File: src/rtl/avb_tx_pkg.sv
package avb_tx_pkg;
  typedef enum logic [1:0] {
    TX_IDLE = 2'd0,
    TX_SEND = 2'd1,
    TX_GAP  = 2'd2
  } tx_state_e;
endpackage

File: src/rtl/avb_bit_timer.sv
module avb_bit_timer #(
  parameter int FAST_DIV = 10,
  parameter int SLOW_DIV = 80
) (
  input  logic clk_i,
  input  logic rst_ni,
  input  logic slow_i,
  output logic bit_clk_o,
  output logic bit_end_o
);
  localparam int MAX_DIV = (SLOW_DIV > FAST_DIV) ? SLOW_DIV : FAST_DIV;
  localparam int CNT_W   = $clog2(MAX_DIV);

  logic [CNT_W-1:0] cnt_q;
  logic [CNT_W-1:0] limit, half;

  assign limit     = slow_i ? CNT_W'(SLOW_DIV - 1) : CNT_W'(FAST_DIV - 1);
  assign half      = slow_i ? CNT_W'(SLOW_DIV / 2) : CNT_W'(FAST_DIV / 2);
  assign bit_end_o = (cnt_q >= limit);
  assign bit_clk_o = (cnt_q < half);

  always_ff @(posedge clk_i or negedge rst_ni) begin
    if (!rst_ni)        cnt_q <= '0;
    else if (bit_end_o) cnt_q <= '0;
    else                cnt_q <= cnt_q + 1'b1;
  end
endmodule

File: src/rtl/avb_half_loader.sv
module avb_half_loader #(
  parameter int HALF_W = 16
) (
  input  logic              clk_i,
  input  logic              rst_ni,
  input  logic [HALF_W-1:0] data_i,
  input  logic              load_lo_ni,
  input  logic              load_hi_ni,
  output logic [2*HALF_W-1:0] word_o,
  output logic              commit_o
);
  logic lo_q, hi_q;
  logic [HALF_W-1:0] low_half_q;

  always_ff @(posedge clk_i or negedge rst_ni) begin
    if (!rst_ni) begin
      lo_q       <= 1'b1;
      hi_q       <= 1'b1;
      low_half_q <= '0;
    end else begin
      lo_q <= load_lo_ni;
      hi_q <= load_hi_ni;
      if (lo_q && !load_lo_ni) low_half_q <= data_i;
    end
  end

  assign commit_o = hi_q && !load_hi_ni;
  assign word_o   = {data_i, low_half_q};
endmodule

File: src/rtl/avb_word_fifo.sv
module avb_word_fifo #(
  parameter int DEPTH  = 8,
  parameter int WORD_W = 32
) (
  input  logic                       clk_i,
  input  logic                       rst_ni,
  input  logic                       clear_i,
  input  logic                       push_i,
  input  logic [WORD_W-1:0]          data_i,
  input  logic                       pop_i,
  output logic [WORD_W-1:0]          head_o,
  output logic [$clog2(DEPTH+1)-1:0] fill_o
);
  localparam int PTR_W  = (DEPTH > 1) ? $clog2(DEPTH) : 1;
  localparam int FILL_W = $clog2(DEPTH + 1);

  logic [WORD_W-1:0] mem_q [DEPTH];
  logic [PTR_W-1:0]  wr_q, rd_q;
  logic [FILL_W-1:0] fill_q;
  logic do_push, do_pop;

  assign do_push = push_i && (fill_q != FILL_W'(DEPTH));
  assign do_pop  = pop_i && (fill_q != '0);
  assign head_o  = mem_q[rd_q];
  assign fill_o  = fill_q;

  function automatic logic [PTR_W-1:0] nxt(input logic [PTR_W-1:0] p);
    return (p == PTR_W'(DEPTH - 1)) ? '0 : p + 1'b1;
  endfunction

  always_ff @(posedge clk_i or negedge rst_ni) begin
    if (!rst_ni) begin
      wr_q   <= '0;
      rd_q   <= '0;
      fill_q <= '0;
    end else if (clear_i) begin
      wr_q   <= '0;
      rd_q   <= '0;
      fill_q <= '0;
    end else begin
      if (do_push) wr_q <= nxt(wr_q);
      if (do_pop)  rd_q <= nxt(rd_q);
      if (do_push && !do_pop)      fill_q <= fill_q + 1'b1;
      else if (do_pop && !do_push) fill_q <= fill_q - 1'b1;
    end
  end

  always_ff @(posedge clk_i) begin
    if (do_push && !clear_i) mem_q[wr_q] <= data_i;
  end
endmodule

File: src/rtl/avb_serializer.sv
module avb_serializer
  import avb_tx_pkg::*;
#(
  parameter int WORD_W    = 32,
  parameter int SHORT_LEN = 25,
  parameter int GAP_BITS  = 4
) (
  input  logic              clk_i,
  input  logic              rst_ni,
  input  logic              bit_end_i,
  input  logic              bit_clk_i,
  input  logic              tx_en_i,
  input  logic              abort_i,
  input  logic              avail_i,
  input  logic [WORD_W-1:0] head_i,
  input  logic              short_i,
  input  logic              par_ins_i,
  output logic              pop_o,
  output logic              line_a_o,
  output logic              line_b_o
);
  localparam int IDX_W = $clog2(WORD_W);
  localparam int GAP_W = $clog2(GAP_BITS + 1);

  tx_state_e         state_q;
  logic [WORD_W-1:0] sh_q, frame;
  logic [IDX_W-1:0]  idx_q, last_q, last_d;
  logic [GAP_W-1:0]  gap_q;
  logic              par, gap_done, start;

  assign last_d   = short_i ? IDX_W'(SHORT_LEN - 1) : IDX_W'(WORD_W - 1);
  assign gap_done = (gap_q == GAP_W'(GAP_BITS - 1));
  assign start    = bit_end_i && tx_en_i && avail_i && !abort_i &&
                    ((state_q == TX_IDLE) || ((state_q == TX_GAP) && gap_done));
  assign pop_o    = start;

  // odd parity over the bits below the parity position
  always_comb begin
    par = 1'b1;
    for (int i = 0; i < WORD_W - 1; i++)
      if (IDX_W'(i) < last_d) par = par ^ head_i[i];
    frame = head_i;
    for (int i = 0; i < WORD_W; i++)
      if (par_ins_i && (IDX_W'(i) == last_d)) frame[i] = par;
  end

  always_ff @(posedge clk_i or negedge rst_ni) begin
    if (!rst_ni) begin
      state_q <= TX_IDLE;
      sh_q    <= '0;
      idx_q   <= '0;
      last_q  <= '0;
      gap_q   <= '0;
    end else if (abort_i) begin
      state_q <= TX_IDLE;
    end else if (bit_end_i) begin
      unique case (state_q)
        TX_IDLE: if (start) begin
          state_q <= TX_SEND;
          sh_q    <= frame;
          idx_q   <= '0;
          last_q  <= last_d;
        end
        TX_SEND: if (idx_q == last_q) begin
          state_q <= TX_GAP;
          gap_q   <= '0;
        end else begin
          sh_q  <= sh_q >> 1;
          idx_q <= idx_q + 1'b1;
        end
        TX_GAP: if (gap_done) begin
          if (start) begin
            state_q <= TX_SEND;
            sh_q    <= frame;
            idx_q   <= '0;
            last_q  <= last_d;
          end else begin
            state_q <= TX_IDLE;
          end
        end else begin
          gap_q <= gap_q + 1'b1;
        end
        default: state_q <= TX_IDLE;
      endcase
    end
  end

  assign line_a_o = (state_q == TX_SEND) && bit_clk_i && sh_q[0];
  assign line_b_o = (state_q == TX_SEND) && bit_clk_i && !sh_q[0];
endmodule

File: src/rtl/avb_word_tx.sv
module avb_word_tx #(
  parameter int WORD_W    = 32,
  parameter int DEPTH     = 8,
  parameter int FAST_DIV  = 10,
  parameter int SLOW_DIV  = 80,
  parameter int SHORT_LEN = 25,
  parameter int GAP_BITS  = 4
) (
  input  logic                clk_i,
  input  logic                rst_ni,
  input  logic [WORD_W/2-1:0] data_i,
  input  logic                load_lo_ni,
  input  logic                load_hi_ni,
  input  logic                tx_en_i,
  input  logic                slow_rate_i,
  input  logic                short_word_i,
  input  logic                par_en_i,
  input  logic                par_force_i,
  output logic                line_a_o,
  output logic                line_b_o,
  output logic                bit_clk_o,
  output logic                ready_o
);
  localparam int HALF_W = WORD_W / 2;
  localparam int FILL_W = $clog2(DEPTH + 1);

  logic [WORD_W-1:0] new_word, head;
  logic [FILL_W-1:0] fifo_fill;
  logic commit, pop, bit_end, en_q, en_fall, live_q;

  always_ff @(posedge clk_i or negedge rst_ni) begin
    if (!rst_ni) begin
      en_q   <= 1'b0;
      live_q <= 1'b0;
    end else begin
      en_q   <= tx_en_i;
      live_q <= 1'b1;
    end
  end

  assign en_fall = en_q && !tx_en_i;
  assign ready_o = live_q && (fifo_fill == '0);

  avb_bit_timer #(.FAST_DIV(FAST_DIV), .SLOW_DIV(SLOW_DIV)) u_timer (
    .clk_i     (clk_i),
    .rst_ni    (rst_ni),
    .slow_i    (slow_rate_i),
    .bit_clk_o (bit_clk_o),
    .bit_end_o (bit_end)
  );

  avb_half_loader #(.HALF_W(HALF_W)) u_loader (
    .clk_i      (clk_i),
    .rst_ni     (rst_ni),
    .data_i     (data_i),
    .load_lo_ni (load_lo_ni),
    .load_hi_ni (load_hi_ni),
    .word_o     (new_word),
    .commit_o   (commit)
  );

  avb_word_fifo #(.DEPTH(DEPTH), .WORD_W(WORD_W)) u_fifo (
    .clk_i   (clk_i),
    .rst_ni  (rst_ni),
    .clear_i (en_fall),
    .push_i  (commit),
    .data_i  (new_word),
    .pop_i   (pop),
    .head_o  (head),
    .fill_o  (fifo_fill)
  );

  avb_serializer #(.WORD_W(WORD_W), .SHORT_LEN(SHORT_LEN), .GAP_BITS(GAP_BITS)) u_ser (
    .clk_i     (clk_i),
    .rst_ni    (rst_ni),
    .bit_end_i (bit_end),
    .bit_clk_i (bit_clk_o),
    .tx_en_i   (tx_en_i),
    .abort_i   (en_fall),
    .avail_i   (fifo_fill != '0),
    .head_i    (head),
    .short_i   (short_word_i),
    .par_ins_i (par_force_i || par_en_i),
    .pop_o     (pop),
    .line_a_o  (line_a_o),
    .line_b_o  (line_b_o)
  );
endmodule

File: config.mk
export PLATFORM = sky130hd
export DESIGN_NAME = avb_word_tx
export DESIGN_NICKNAME = d
export VERILOG_FILES = /design/src/rtl/avb_tx_pkg.sv /design/src/rtl/avb_bit_timer.sv /design/src/rtl/avb_half_loader.sv /design/src/rtl/avb_word_fifo.sv /design/src/rtl/avb_serializer.sv /design/src/rtl/avb_word_tx.sv
export SDC_FILE = /design/constraint.sdc
export NUM_CORES = 1
export LEC_CHECK = 0
export ABC_AREA = 1
export BUFFER_PORTS_ARGS = -buffer_cell sky130_fd_sc_hd__buf_2
export CAP_MARGIN = 20
export CELL_PAD_IN_SITES_DETAIL_PLACEMENT = 1
export CELL_PAD_IN_SITES_GLOBAL_PLACEMENT = 2
export CORE_MARGIN = 4
export CORE_UTILIZATION = 40
export DETAILED_ROUTE_END_ITERATION = 7
export PLACE_DENSITY = 0.76
export SYNTH_ARGS = -nofsm -noshare
export SYNTH_HDL_FRONTEND = slang
export SYNTH_SLANG_ARGS = --single-unit
File: constraint.sdc
create_clock -name clk_i -period 3.1 [get_ports clk_i]
set_input_delay 0 -clock clk_i [delete_from_list [all_inputs] [get_ports clk_i]]
set_output_delay 0 -clock clk_i [all_outputs]
set_load 0.02 [all_outputs]
# Yosys cells after proc, flatten, opt, wreduce, memory -nomap -nowiden
# Memory sizes are Yosys's and may differ from the RTL's.
# Index checks and enable logic that the tools add are counted.
# W data, S select, Z words.
dict set report word_totals {
  output_inout_bits 4
  regBits 84
  input_bits 25
  mem_bits_rw 256
  wordCells 304
  mem_count 1
}
# memory words width rd rd_clocked_by_memory_dff write_ports line
set mem_list {}
lappend mem_list {u_fifo.mem_q 8 32 1 0 1 avb_word_fifo.sv:17} ;# logic [WORD_W-1:0] mem_q [DEPTH];
dict set report op_classes {
  eq_ne 45
  mux 99
  add_sub_neg 7
  order_cmp 33
  bitwise_logic 32
  n_reduce_logical 73
}
# op count
set op_table {}
lappend op_table {{$mux W32} 3}
lappend op_table {{$pmux W32 S3} 1}
lappend op_table {{$eq A5 B5 Y1 const A} 16}
lappend op_table {{$lt A5 B5 Y1 const A} 15}
lappend op_table {{$mux W1} 66}
lappend op_table {{$logic_and A1 B1 Y1} 49}
lappend op_table {{$eq A4 B5 Y1 const A} 8}
lappend op_table {{$lt A4 B5 Y1 const A} 8}
lappend op_table {{$xor A1 B1 Y1} 30}
lappend op_table {{$mux W3} 9}
lappend op_table {{$mux W5} 5}
lappend op_table {{$eq A3 B5 Y1 const A} 4}
lappend op_table {{$lt A3 B5 Y1 const A} 4}
lappend op_table {{$pmux W5 S3} 1}
lappend op_table {{$mux W7} 2}
lappend op_table {{$mux W4} 3}
lappend op_table {{$eq A2 B5 Y1 const A} 2}
lappend op_table {{$lt A1 B5 Y1 const A} 2}
lappend op_table {{$lt A2 B5 Y1 const A} 2}
lappend op_table {{$mux W2} 5}
lappend op_table {{$pmux W5 S2} 1}
lappend op_table {{$reduce_and A5 Y1} 2}
lappend op_table {{$reduce_bool A2 Y1} 5}
lappend op_table {{$add A3 B1 Y3 const B} 3}
lappend op_table {{other kinds (29)} 43}

# Longest topological paths before layout
# Gate-level depths: netlist of run 1.
dict set report logic_depth {
  ltp_word 67
  mapped_depth 25
  ltp_nobuf 23
}

# By module
# A second synthesis of run 1 with hierarchy kept.
dict set report unflattened {
  hier_cells 1377
  hier_area_um2 14824.2
}
# mod cells_per_inst seq_area_each_um2 instances area_per_inst_um2
set by_module_without_submodules {}
lappend by_module_without_submodules {avb_word_fifo 815 7937.6 1 10533.9}
lappend by_module_without_submodules {avb_serializer 395 1101.1 1 2813.9}
lappend by_module_without_submodules {avb_half_loader 90 452.9 1 864.6}
lappend by_module_without_submodules {avb_bit_timer 66 175.2 1 523.0}
lappend by_module_without_submodules {avb_word_tx 11 50.0 1 88.8}

# Worst setup path after synthesis of run 1
# Ideal clock, no wire load.
dict set report synth_timing {
  path_kind {reg-to-reg}
  start {register u_loader.hi_q}
  end {memory u_fifo.mem_q[0][0], enable pin}
  period_less_slack_ps 2874
  arrival_time_ps 2453
  stages_incl_launch_ff 8
  slack_ps 226
  setup_ps 421
  path_cell_list {dfstp_2 > inv_1 > nor2_1 > and2_1 > inv_1 > nor2_1 > nand2_1 > nor2_1}
}
dict set report synth_between {
  elab_chain_len 5
}
# item line
set synth_lines {}
lappend synth_lines {{start: declaration} avb_half_loader.sv:12} ;# logic lo_q, hi_q;
lappend synth_lines {{start signal: assignment} avb_half_loader.sv:22} ;# hi_q <= load_hi_ni;
lappend synth_lines {{$logic_and A1 B1 Y1} avb_half_loader.sv:27} ;# assign commit_o = hi_q && !load_hi_ni;
lappend synth_lines {{$logic_and A1 B1 Y1} avb_word_fifo.sv:22} ;# assign do_push = push_i && (fill_q != FILL_W'(DEPTH));
lappend synth_lines {{$logic_and A1 B1 Y1} avb_word_fifo.sv:49} ;# if (do_push && !clear_i) mem_q[wr_q] <= data_i;
lappend synth_lines {{$mux W1} avb_word_fifo.sv:49}
lappend synth_lines {{$mux W1 (not written as such)} avb_word_fifo.sv:49}
lappend synth_lines {{end: declaration} avb_word_fifo.sv:17}
# No other way between the ends.

# Worst setup path after layout of run 1
dict set report layout_timing {
  start {register u_timer.cnt_q[2]}
  end {register u_ser.idx_q[4]}
}
dict set report layout_between {
  elab_chain_len 8
  word_cells_on_any_way 9
}
# item line
set layout_lines {}
lappend layout_lines {{start: declaration} avb_bit_timer.sv:14} ;# logic [CNT_W-1:0] cnt_q;
lappend layout_lines {{start signal: assignment} avb_bit_timer.sv:25} ;# else cnt_q <= cnt_q + 1'b1;
lappend layout_lines {{$ge A7 B7 Y1 *} avb_bit_timer.sv:19} ;# assign bit_end_o = (cnt_q >= limit);
lappend layout_lines {{$logic_and A1 B1 Y1 (4 in series)} avb_serializer.sv:33} ;# assign start = bit_end_i && tx_en_i && avail_i && !abort_i &&
lappend layout_lines {{$mux W5 (2 in series)} -}
lappend layout_lines {{$pmux W5 S3} -}
lappend layout_lines {{end signal: assignment} avb_serializer.sv:69} ;# idx_q <= idx_q + 1'b1;
lappend layout_lines {{end: declaration} avb_serializer.sv:27} ;# logic [IDX_W-1:0] idx_q, last_q, last_d;
# Every way passes the cells marked *; elsewhere a longest branch is shown, timed or not. The select of a mux whose other input is x is not followed.
# A chain may end at the register's enable or synchronous reset.

==> results of run 1 <==
cell usage in the layout, fill, tap and decap left out, types with 14 or more instances in the layout:
cell type	count
buf_4	23
inv_1	146
o21ai_0	104
edfxtp_1	256
dlygate4sd3_1	26
dfrtp_1	76
mux2_2	16
nor2_1	157
buf_2	27
nand3_1	120
buf_12	14
o21ai_1	22
nand2_1	447
a21oi_1	14
ha_1	15
clkbuf_16	39
clkbuf_1	14
cells by family after synthesis:
logic type               count (synthesis)  synth area share
flip-flops                             337            0.6492
other                                    1         0.0002506
XOR/XNOR                                 6          0.003511
AO/OA/AOI/OAI                          174           0.06262
AND/OR/NAND/NOR                        744            0.1985
multiplexers                            16           0.01204
buffers and inverters                  217           0.05910
adder cells (fa/ha/maj)                 17           0.01471
flip-flops by register name, summed over array words and instances, names as in the netlist, 4 cells and up:
signal,flops
u_fifo.fill_o,4
u_fifo.mem_q,256
u_ser.idx_q,5
u_ser.sh_q,32
u_loader.low_half_q,16
u_timer.cnt_q,7
how the worst max path moves through the flow:
stage,cells past startpoint,slack [ns],start,to
2_1_floorplan,7,0.23,u_loader.hi_q,u_fifo.mem_q[0][0]
3_3_place_gp,14,0.26,u_timer.cnt_q[2],u_fifo.fill_o[3]
3_5_place_dp,14,0.18,u_timer.cnt_q[2],u_fifo.fill_o[3]
4_1_cts,14,0.17,u_timer.cnt_q[2],u_fifo.fill_o[3]
5_1_grt,13,0.03,u_timer.cnt_q[2],u_ser.idx_q[4]
6_report,13,0.31,u_timer.cnt_q[2],u_ser.idx_q[4]
final cells by class:
cell class,count,area share
Clock buffer,54,0.05982
Inverter,150,0.03239
Multi-Input combinational cell,958,0.2551
Tap cell,468,0.03361
Clock inverter,17,0.01063
Antenna cell,1,0.0001436
Sequential cell,337,0.5581
Timing Repair Buffer,91,0.05027
layer usage:
| metal | wire (um) | global-route usage | vias up |
|---|---|---|---|
| li1 | - | - | 5142 |
| met1 | 18190 | 0.2622 | 5264 |
| met2 | 19930 | 0.3521 | 138 |
| met3 | 1143 | 0.02482 | 66 |
| met4 | 963 | 0.06128 | 0 |
| met5 | 0 | 0 | - |
where the power goes:
group,total (mW),switching (mW),internal (mW)
clock network,4.45,1.84,2.62
logic,4.73,3.18,1.54
registers,5.77,0.357,5.42
what timing repair did:
item                       4_1_cts  5_1_grt
resized for setup                0        2
buffers inserted                 0        1
hold buffers                    25        1
hold endpoints to repair       214       15
setup endpoints to repair        0        1
critical path: stages (launching register included):
cell and delay, ns:
dfrtp_1 0.42, ha_1 0.33, nand3_1 0.08, nand2_1 0.09
a211o_1 0.15, a21oi_2 0.08, buf_4 0.13, buf_4 0.14
nor2_1 0.15, o21ai_2 0.09, inv_1 0.47, nand2_1 0.18
o21ai_0 0.26, a21oi_1 0.10
==> results.json, run 1 <==
{
  "status": "finished, final reports clean",
  "grt_max_degree": 71,
  "crit_type": "reg -> reg",
  "syn_to_final_growth_pct": 16.41,
  "dominantRegCellSynth": "edfxtp_1",
  "cts_tree": "built",
  "worst_slew_pin_slew_ns": 0.6156,
  "hold_violations": 0,
  "maxSlewHeadroom": 0.5891,
  "syn_nets": 1554,
  "place_ws_ns": 0.1847,
  "die_h_um": 201.4,
  "crit_path_start_kind": "flop",
  "power_mw": 14.95,
  "die_area_um2": 40580,
  "hp-class": "in -> reg",
  "min_path_cells": 2,
  "rsz0062_at_grt": "no",
  "finalNetCount": 1619,
  "async_flop_share": 0.2404,
  "min_period_over_period": 0.8993,
  "std_cell_rows": 70,
  "synth_common_cells": "nand2_1, edfxtp_1, nor2_1",
  "fillers": 4064,
  "whs_endpoint": "u_loader.lo_q",
  "core_area_um2": 36790,
  "setup_violations": 0,
  "peakVddDrop_uv": 486.9,
  "grt_pass1_vias": 10999,
  "skew_ns": 0.01546,
  "drtIter0Drc": 482,
  "antenna_found_initial": 1,
  "fin_ws_ns": 0.3123,
  "syn_inst": 1512,
  "antenna_left": 0,
  "dr.pass1.iters": 5,
  "hpwl_um": 23310,
  "clk_latency_ns": 0.55,
  "critPathRequiredTime_ns": 3.52,
  "seq_area_um2": 9723,
  "multi_input_area_um2": 4444,
  "final_cell_area_um2": 17420,
  "synth_top_area_cell": "edfxtp_1",
  "reg2reg_depth": 13,
  "routed_via_density": 5.111,
  "syn_area_um2": 14970,
  "io_pins": 29,
  "leakage_nw": 7.358,
  "r2r_end": "u_ser.idx_q[4]",
  "port_buffers": 28,
  "start_util": 0.4069,
  "seq_area_frac_synth": 0.6492,
  "root_buffer": "clkbuf_16",
  "path_clk_slew_ns": 0.06,
  "vias": 10610,
  "cts_buffers": 39,
  "htreeDepth": 2,
  "rrSetupSlack_ns": 0.31,
  "drive_gt1_frac": 0.09770,
  "gp_congestion": 0.7471,
  "cp.arrival_ns": 3.21,
  "post-route-util": 0.4736,
  "power.density_nw_per_um2": 858.3,
  "finalCriticalPeriod_ns": 2.788,
  "synth_most_common_cell": "nand2_1",
  "min-delay-start": "load_lo_ni",
  "die_x_um": 201.4,
  "fmax_mhz": 358.7,
  "synth_edf_count": 256,
  "drc": 0,
  "r2r_start": "u_timer.cnt_q[2]",
  "cts.path.max_buffers": 3,
  "yosysTopAreaCellShare": 0.5136,
  "dpl.cell_count": 1976,
  "crit_path_end_kind": "flop",
  "yosys_warnings": 0,
  "cap_violations": 0,
  "grt_overflow_total": 0,
  "wirelength_um": 40230,
  "slew_viol_final": 0,
  "cts_sinks": 337,
  "synth_area_leaders": "edfxtp_1, dfrtp_1, nand2_1",
  "syn_area_per_cell_um2": 9.899,
  "tns_ns": 0,
  "grt_usage": 0.2008,
  "stdcell_count": 2076,
  "placed_area_um2": 15880,
  "hold_ws_ns": 0.1112,
  "synth_seq_cells": 337,
  "post_drt_wl_per_cell_um": 19.38,
  "critPathMaxFanout": 18,
  "grt_pass1_wl_um": 63200,
  "ys_types": 39
}
No activity file was read; power rests on OpenSTA's default activity.
==> run 2, diff against run 1 <==
--- a/config.mk
+++ b/config.mk
@@ -6,14 +6,14 @@
 export NUM_CORES = 1
 export LEC_CHECK = 0
 export ABC_AREA = 1
-export BUFFER_PORTS_ARGS = -buffer_cell sky130_fd_sc_hd__buf_2
 export CAP_MARGIN = 20
 export CELL_PAD_IN_SITES_DETAIL_PLACEMENT = 1
 export CELL_PAD_IN_SITES_GLOBAL_PLACEMENT = 2
 export CORE_MARGIN = 4
 export CORE_UTILIZATION = 40
 export DETAILED_ROUTE_END_ITERATION = 7
-export PLACE_DENSITY = 0.76
+export DONT_BUFFER_PORTS = 1
+export PLACE_DENSITY = 0.75
 export SYNTH_ARGS = -nofsm -noshare
 export SYNTH_HDL_FRONTEND = slang
 export SYNTH_SLANG_ARGS = --single-unit
==> constraint.sdc (replaced) <==
create_clock -name clk_i -period 3.07 [get_ports clk_i]
set_input_delay 0 -clock clk_i [delete_from_list [all_inputs] [get_ports clk_i]]
set_output_delay 0 -clock clk_i [all_outputs]
set_load 0.02 [all_outputs]
==> results.json, run 2 (synthesis results as in run 1) <==
{
  "grt_usage": 0.2027,
  "place_ws_ns": 0.2468,
  "cp.arrival_ns": 3.26,
  "power_mw": 15.22,
  "core_area_um2": 36790,
  "hp-class": "in -> async",
  "largest_register_ff_count": 256,
  "cp_slowest_stage_delay_ns": 0.42,
  "routed_via_density": 5.159,
  "drtIter0Drc": 529,
  "vias": 10591,
  "peakVddDrop_uv": 518.9,
  "tns_ns": 0,
  "leakage_nw": 7.276,
  "port_buffers": 0,
  "worst_path_most_repeated_cell": "nand2_1",
  "wirelength_um": 40790,
  "cts.path.max_buffers": 3,
  "grt_pass1_vias": 11181,
  "cts_buffers": 39,
  "htreeDepth": 2,
  "r2r_start": "u_timer.cnt_q[2]",
  "drc": 0,
  "die_x_um": 201.4,
  "final_cell_mix": "nand2_1, edfxtp_1, nor2_1, inv_1, nand3_1",
  "dr.pass1.iters": 5,
  "io_pins": 29,
  "worst_slew_pin_slew_ns": 0.5543,
  "status": "finished, final reports clean",
  "hpwl_um": 24270,
  "maxSlewHeadroom": 0.6304,
  "clk_latency_ns": 0.56,
  "skew_ns": 0.01637,
  "finalCriticalPeriod_ns": 2.827,
  "path_clk_slew_ns": 0.06,
  "antenna_left": 0,
  "crit_path_start": "u_timer.cnt_q[2]",
  "hold_violations": 0,
  "grt_overflow_total": 0,
  "cts_sinks": 337,
  "placed_area_um2": 15800,
  "setup_violations": 0,
  "critPathBufInv": 1,
  "crit_type": "reg -> reg",
  "die_area_um2": 40580,
  "start_util": 0.4069,
  "antenna_found_initial": 1,
  "final_cell_area_um2": 17330,
  "crit_chain": "ha_1 > a21oi_1 > nand2_1 > a211o_1 > a21oi_2 > nor2_2 > inv_1 > nand2_1 > ha_1 > a21oi_1 > nand2_1 > xor2_1 > xnor2_1 > o22ai_1",
  "slew_viol_final": 0,
  "post_cts_buffers": 0,
  "max_flop_register": "u_fifo.mem_q",
  "cts_tree": "built",
  "critPathMaxFanout": 6,
  "critPathTopFamily": "compound AO/OA/AOI/OAI gates",
  "die_h_um": 201.4,
  "grt_max_degree": 82,
  "mostFrequentLayoutCell": "nand2_1",
  "drive_gt1_frac": 0.08207,
  "crit_path_start_kind": "flop",
  "rsz0062_at_grt": "no",
  "root_buffer": "clkbuf_16",
  "crit_slowest_cell": "dfrtp_1",
  "post_drt_wl_per_cell_um": 19.87,
  "std_cell_rows": 70,
  "min_period_over_period": 0.9209,
  "reg_top3": "u_fifo.mem_q (256), u_ser.sh_q (32), u_loader.low_half_q (16)",
  "power.density_nw_per_um2": 878.4,
  "fmax_mhz": 353.7,
  "crit_path_end_kind": "flop",
  "syn_to_final_growth_pct": 15.79,
  "fin_ws_ns": 0.2428,
  "gp_congestion": 0.7658,
  "cap_violations": 0,
  "grt_pass1_wl_um": 64180,
  "finalNetCount": 1595,
  "critPathRequiredTime_ns": 3.50
}
run 2: cell types whose count changed in the layout (fill, tap and decap cells not counted), sizes merged:
cell    change
buf        -24
clkbuf      +1
run 2: routing by layer:
layer	vias up	wire, um	global-route usage
met5	-	0	0
met4	0	837	0.05811
met3	54	1281	0.02740
met2	141	19870	0.3464
met1	5318	18800	0.2725
li1	5078	-	-
run 2: final cells by class:
class / instances / area (um^2)
flip-flops and latches: 337 / 9723
clock buffers: 55 / 1067
multi-input cells: 958 / 4433
repair buffers: 67 / 788.3
well taps: 468 / 585.6
fillers: 4052 / 19450
inverters: 150 / 564.3
diodes: 1 / 2.502
clock inverters: 17 / 166.4
run 2: worst paths after layout:
kind / endpoint / slack [ns] / depth (start not counted)
worst max-delay path: u_fifo.fill_o[3] / 0.24 / 14
worst min-delay path: u_loader.low_half_q[13] / 0.07 / 2
worst max register to register: u_fifo.fill_o[3] / 0.24 / 14
worst min register to register: u_ser.last_q[3] / 0.48 / 2
max in group asynchronous: u_loader.hi_q / 2.55 / 2
min in group clk_i: en_q / 0.10 / 1
run 2: stage by stage:
step	utilization	cells	hold slack [ns]
2_1_floorplan	-	1512	-0.2956
3_3_place_gp	0.4296	1953	-0.2893
3_5_place_dp	0.4296	1953	-0.2903
4_1_cts	0.4710	2052	0.08876
5_1_grt	0.4711	2053	0.09735
6_report	0.4711	2053	0.06952
run 2: power by group:
group	switching, mW	internal (mW)
registers	0.358	5.47
clock network	1.85	2.68
logic	3.26	1.61
run 2: timing repair:
action                                  in CTS  in global routing
hold buffers                                27                  0
endpoints found under the setup margin       0                  2
hold endpoints to repair                   241                  0
gates resized for setup                      0                  1
==> run 3, diff against run 2 <==
--- a/config.mk
+++ b/config.mk
@@ -9,6 +9,7 @@
 export CAP_MARGIN = 20
 export CELL_PAD_IN_SITES_DETAIL_PLACEMENT = 1
 export CELL_PAD_IN_SITES_GLOBAL_PLACEMENT = 2
+export CORE_ASPECT_RATIO = 0.5
 export CORE_MARGIN = 4
 export CORE_UTILIZATION = 40
 export DETAILED_ROUTE_END_ITERATION = 7
==> results.json, run 3 (synthesis results as in run 1) <==
{
  "setup_violations": 0,
  "grt_overflow_total": 0,
  "drtIter0Drc": 796,
  "critPathMaxFanout": 6,
  "drc": 0,
  "peakVddDrop_uv": 351.4,
  "cap_violations": 0,
  "skew_ns": 0.01889,
  "die_area_um2": 40760,
  "port_buffers": 0,
  "routed_via_density": 5.179,
  "cts_tree": "built",
  "grt_pass1_wl_um": 65470,
  "rrSetupSlack_ns": 0.22,
  "cp.arrival_ns": 3.27,
  "core_area_um2": 36420,
  "clk_latency_ns": 0.53,
  "post_cts_buffers": 0,
  "die_h_um": 144.8,
  "power.density_nw_per_um2": 860.0,
  "r2r_start": "u_timer.cnt_q[2]",
  "slew_viol_final": 0,
  "grt_pass1_vias": 11119,
  "fin_ws_ns": 0.2162,
  "r2r_end": "u_fifo.fill_o[3]",
  "finalNetCount": 1584,
  "whs_endpoint": "u_fifo.wr_q[1]",
  "io_pins": 29,
  "htreeDepth": 2,
  "cts_buffers": 34,
  "drive_gt1_frac": 0.07348,
  "antenna_found_initial": 0,
  "placed_area_um2": 15790,
  "clockPowerShare": 0.273,
  "status": "finished, final reports clean",
  "cts_sinks": 337,
  "antennaDiodeCount": 0,
  "fillers": 4058,
  "crit_path_start": "u_timer.cnt_q[2]",
  "final_cell_area_um2": 17120,
  "worst_slew_pin_slew_ns": 0.5965,
  "antenna_left": 0,
  "reg2reg_depth": 14,
  "reg_top3": "u_fifo.mem_q (256), u_ser.sh_q (32), u_loader.low_half_q (16)",
  "max_flop_register": "u_fifo.mem_q",
  "gp_congestion": 0.7714,
  "leakage_nw": 7.153,
  "combPwrFrac": 0.330,
  "hpwl_um": 24750,
  "maxSlewHeadroom": 0.6023,
  "crit_type": "reg -> reg",
  "dpl.cell_count": 1963,
  "std_cell_rows": 49,
  "hold_violations": 0,
  "grt_max_degree": 82,
  "dr.pass1.iters": 5,
  "final_cell_mix": "nand2_1, edfxtp_1, nor2_1, inv_1, nand3_1",
  "hold_ws_ns": 0.009217,
  "start_util": 0.4110,
  "rsz0062_at_grt": "no",
  "tns_ns": 0,
  "hp-class": "in -> reg",
  "cts.path.max_buffers": 3,
  "post_drt_wl_per_cell_um": 20.52,
  "grt_usage": 0.2116,
  "die_x_um": 281.6,
  "power_mw": 14.73,
  "path_clk_slew_ns": 0.07,
  "min-delay-start": "load_hi_ni",
  "syn_to_final_growth_pct": 14.41,
  "stdcell_count": 2049,
  "mostFrequentLayoutCell": "nand2_1",
  "root_buffer": "clkbuf_16",
  "crit_path_start_kind": "flop",
  "seq_power_share": 0.397,
  "min_period_over_period": 0.9296,
  "netSwitchingPower_mw": 5.450,
  "largest_register_ff_count": 256,
  "wirelength_um": 42040,
  "internal_power_mw": 9.277,
  "crit_path_end_kind": "flop",
  "fmax_mhz": 350.4,
  "critPathRequiredTime_ns": 3.49,
  "place_ws_ns": 0.1466,
  "vias": 10611,
  "min_path_cells": 6,
  "switching_share": 0.3701,
  "post-route-util": 0.4702,
  "finalCriticalPeriod_ns": 2.854
}
[run 3: power by group through the flow]
stage / Clock (mW) / Sequential (mW) / Combinational [mW]
2_1_floorplan: 0 / 5.79 / 3.37
3_3_place_gp: 0 / 5.90 / 4.63
3_5_place_dp: 0 / 5.93 / 4.78
4_1_cts: 4.12 / 5.84 / 4.89
5_1_grt: 4.32 / 5.91 / 5.58
6_report: 4.03 / 5.84 / 4.86
[run 3: worst max path at each step]
| stage | to | slack [ns] | depth (start not counted) |
|---|---|---|---|
| after floorplan | u_fifo.mem_q[0][0] | 0.20 | 7 |
| after global placement | u_ser.sh_q[31] | 0.24 | 19 |
| after detailed placement | u_ser.sh_q[31] | 0.15 | 19 |
| after CTS | u_ser.sh_q[31] | 0.13 | 17 |
| after global routing | u_ser.sh_q[31] | 0.03 | 21 |
| final | u_fifo.fill_o[3] | 0.22 | 14 |
[run 3: metal layers]
metal | vias up | track usage | share of wire
li1 | 5048 | - | -
met1 | 5331 | 0.3081 | 0.50
met2 | 168 | 0.3407 | 0.44
met3 | 64 | 0.03238 | 0.037
met4 | 0 | 0.04397 | 0.018
met5 | - | 0 | 0
[run 3: area by class of cell]
| class | instances | area [um^2] | area share |
|---|---|---|---|
| inverters | 150 | 565.5 | 0.03303 |
| clock buffers | 48 | 954.7 | 0.05575 |
| multi-input cells | 958 | 4429 | 0.2587 |
| clock inverters | 11 | 78.83 | 0.004603 |
| flip-flops and latches | 337 | 9723 | 0.5678 |
| repair buffers | 61 | 767.0 | 0.04479 |
| well taps | 484 | 605.6 | 0.03536 |
[run 3: what timing repair did]
item	4_1_cts	5_1_grt
endpoints found under the hold margin	241	0
setup endpoints to repair	0	2
hold buffers	27	0
resized for setup	0	4
[run 3: worst max-delay path: stages (launching register included)]
cell and delay, ns:
dfrtp_1 0.43, ha_1 0.34, a21oi_1 0.16, nand2_1 0.07, a211o_1 0.27, a21oi_2 0.17
nor2_2 0.06, inv_1 0.07, nand2_1 0.17, ha_1 0.40, nand3_1 0.11, nand2_1 0.10
xor2_1 0.19, xnor2_1 0.14, o22ai_1 0.08
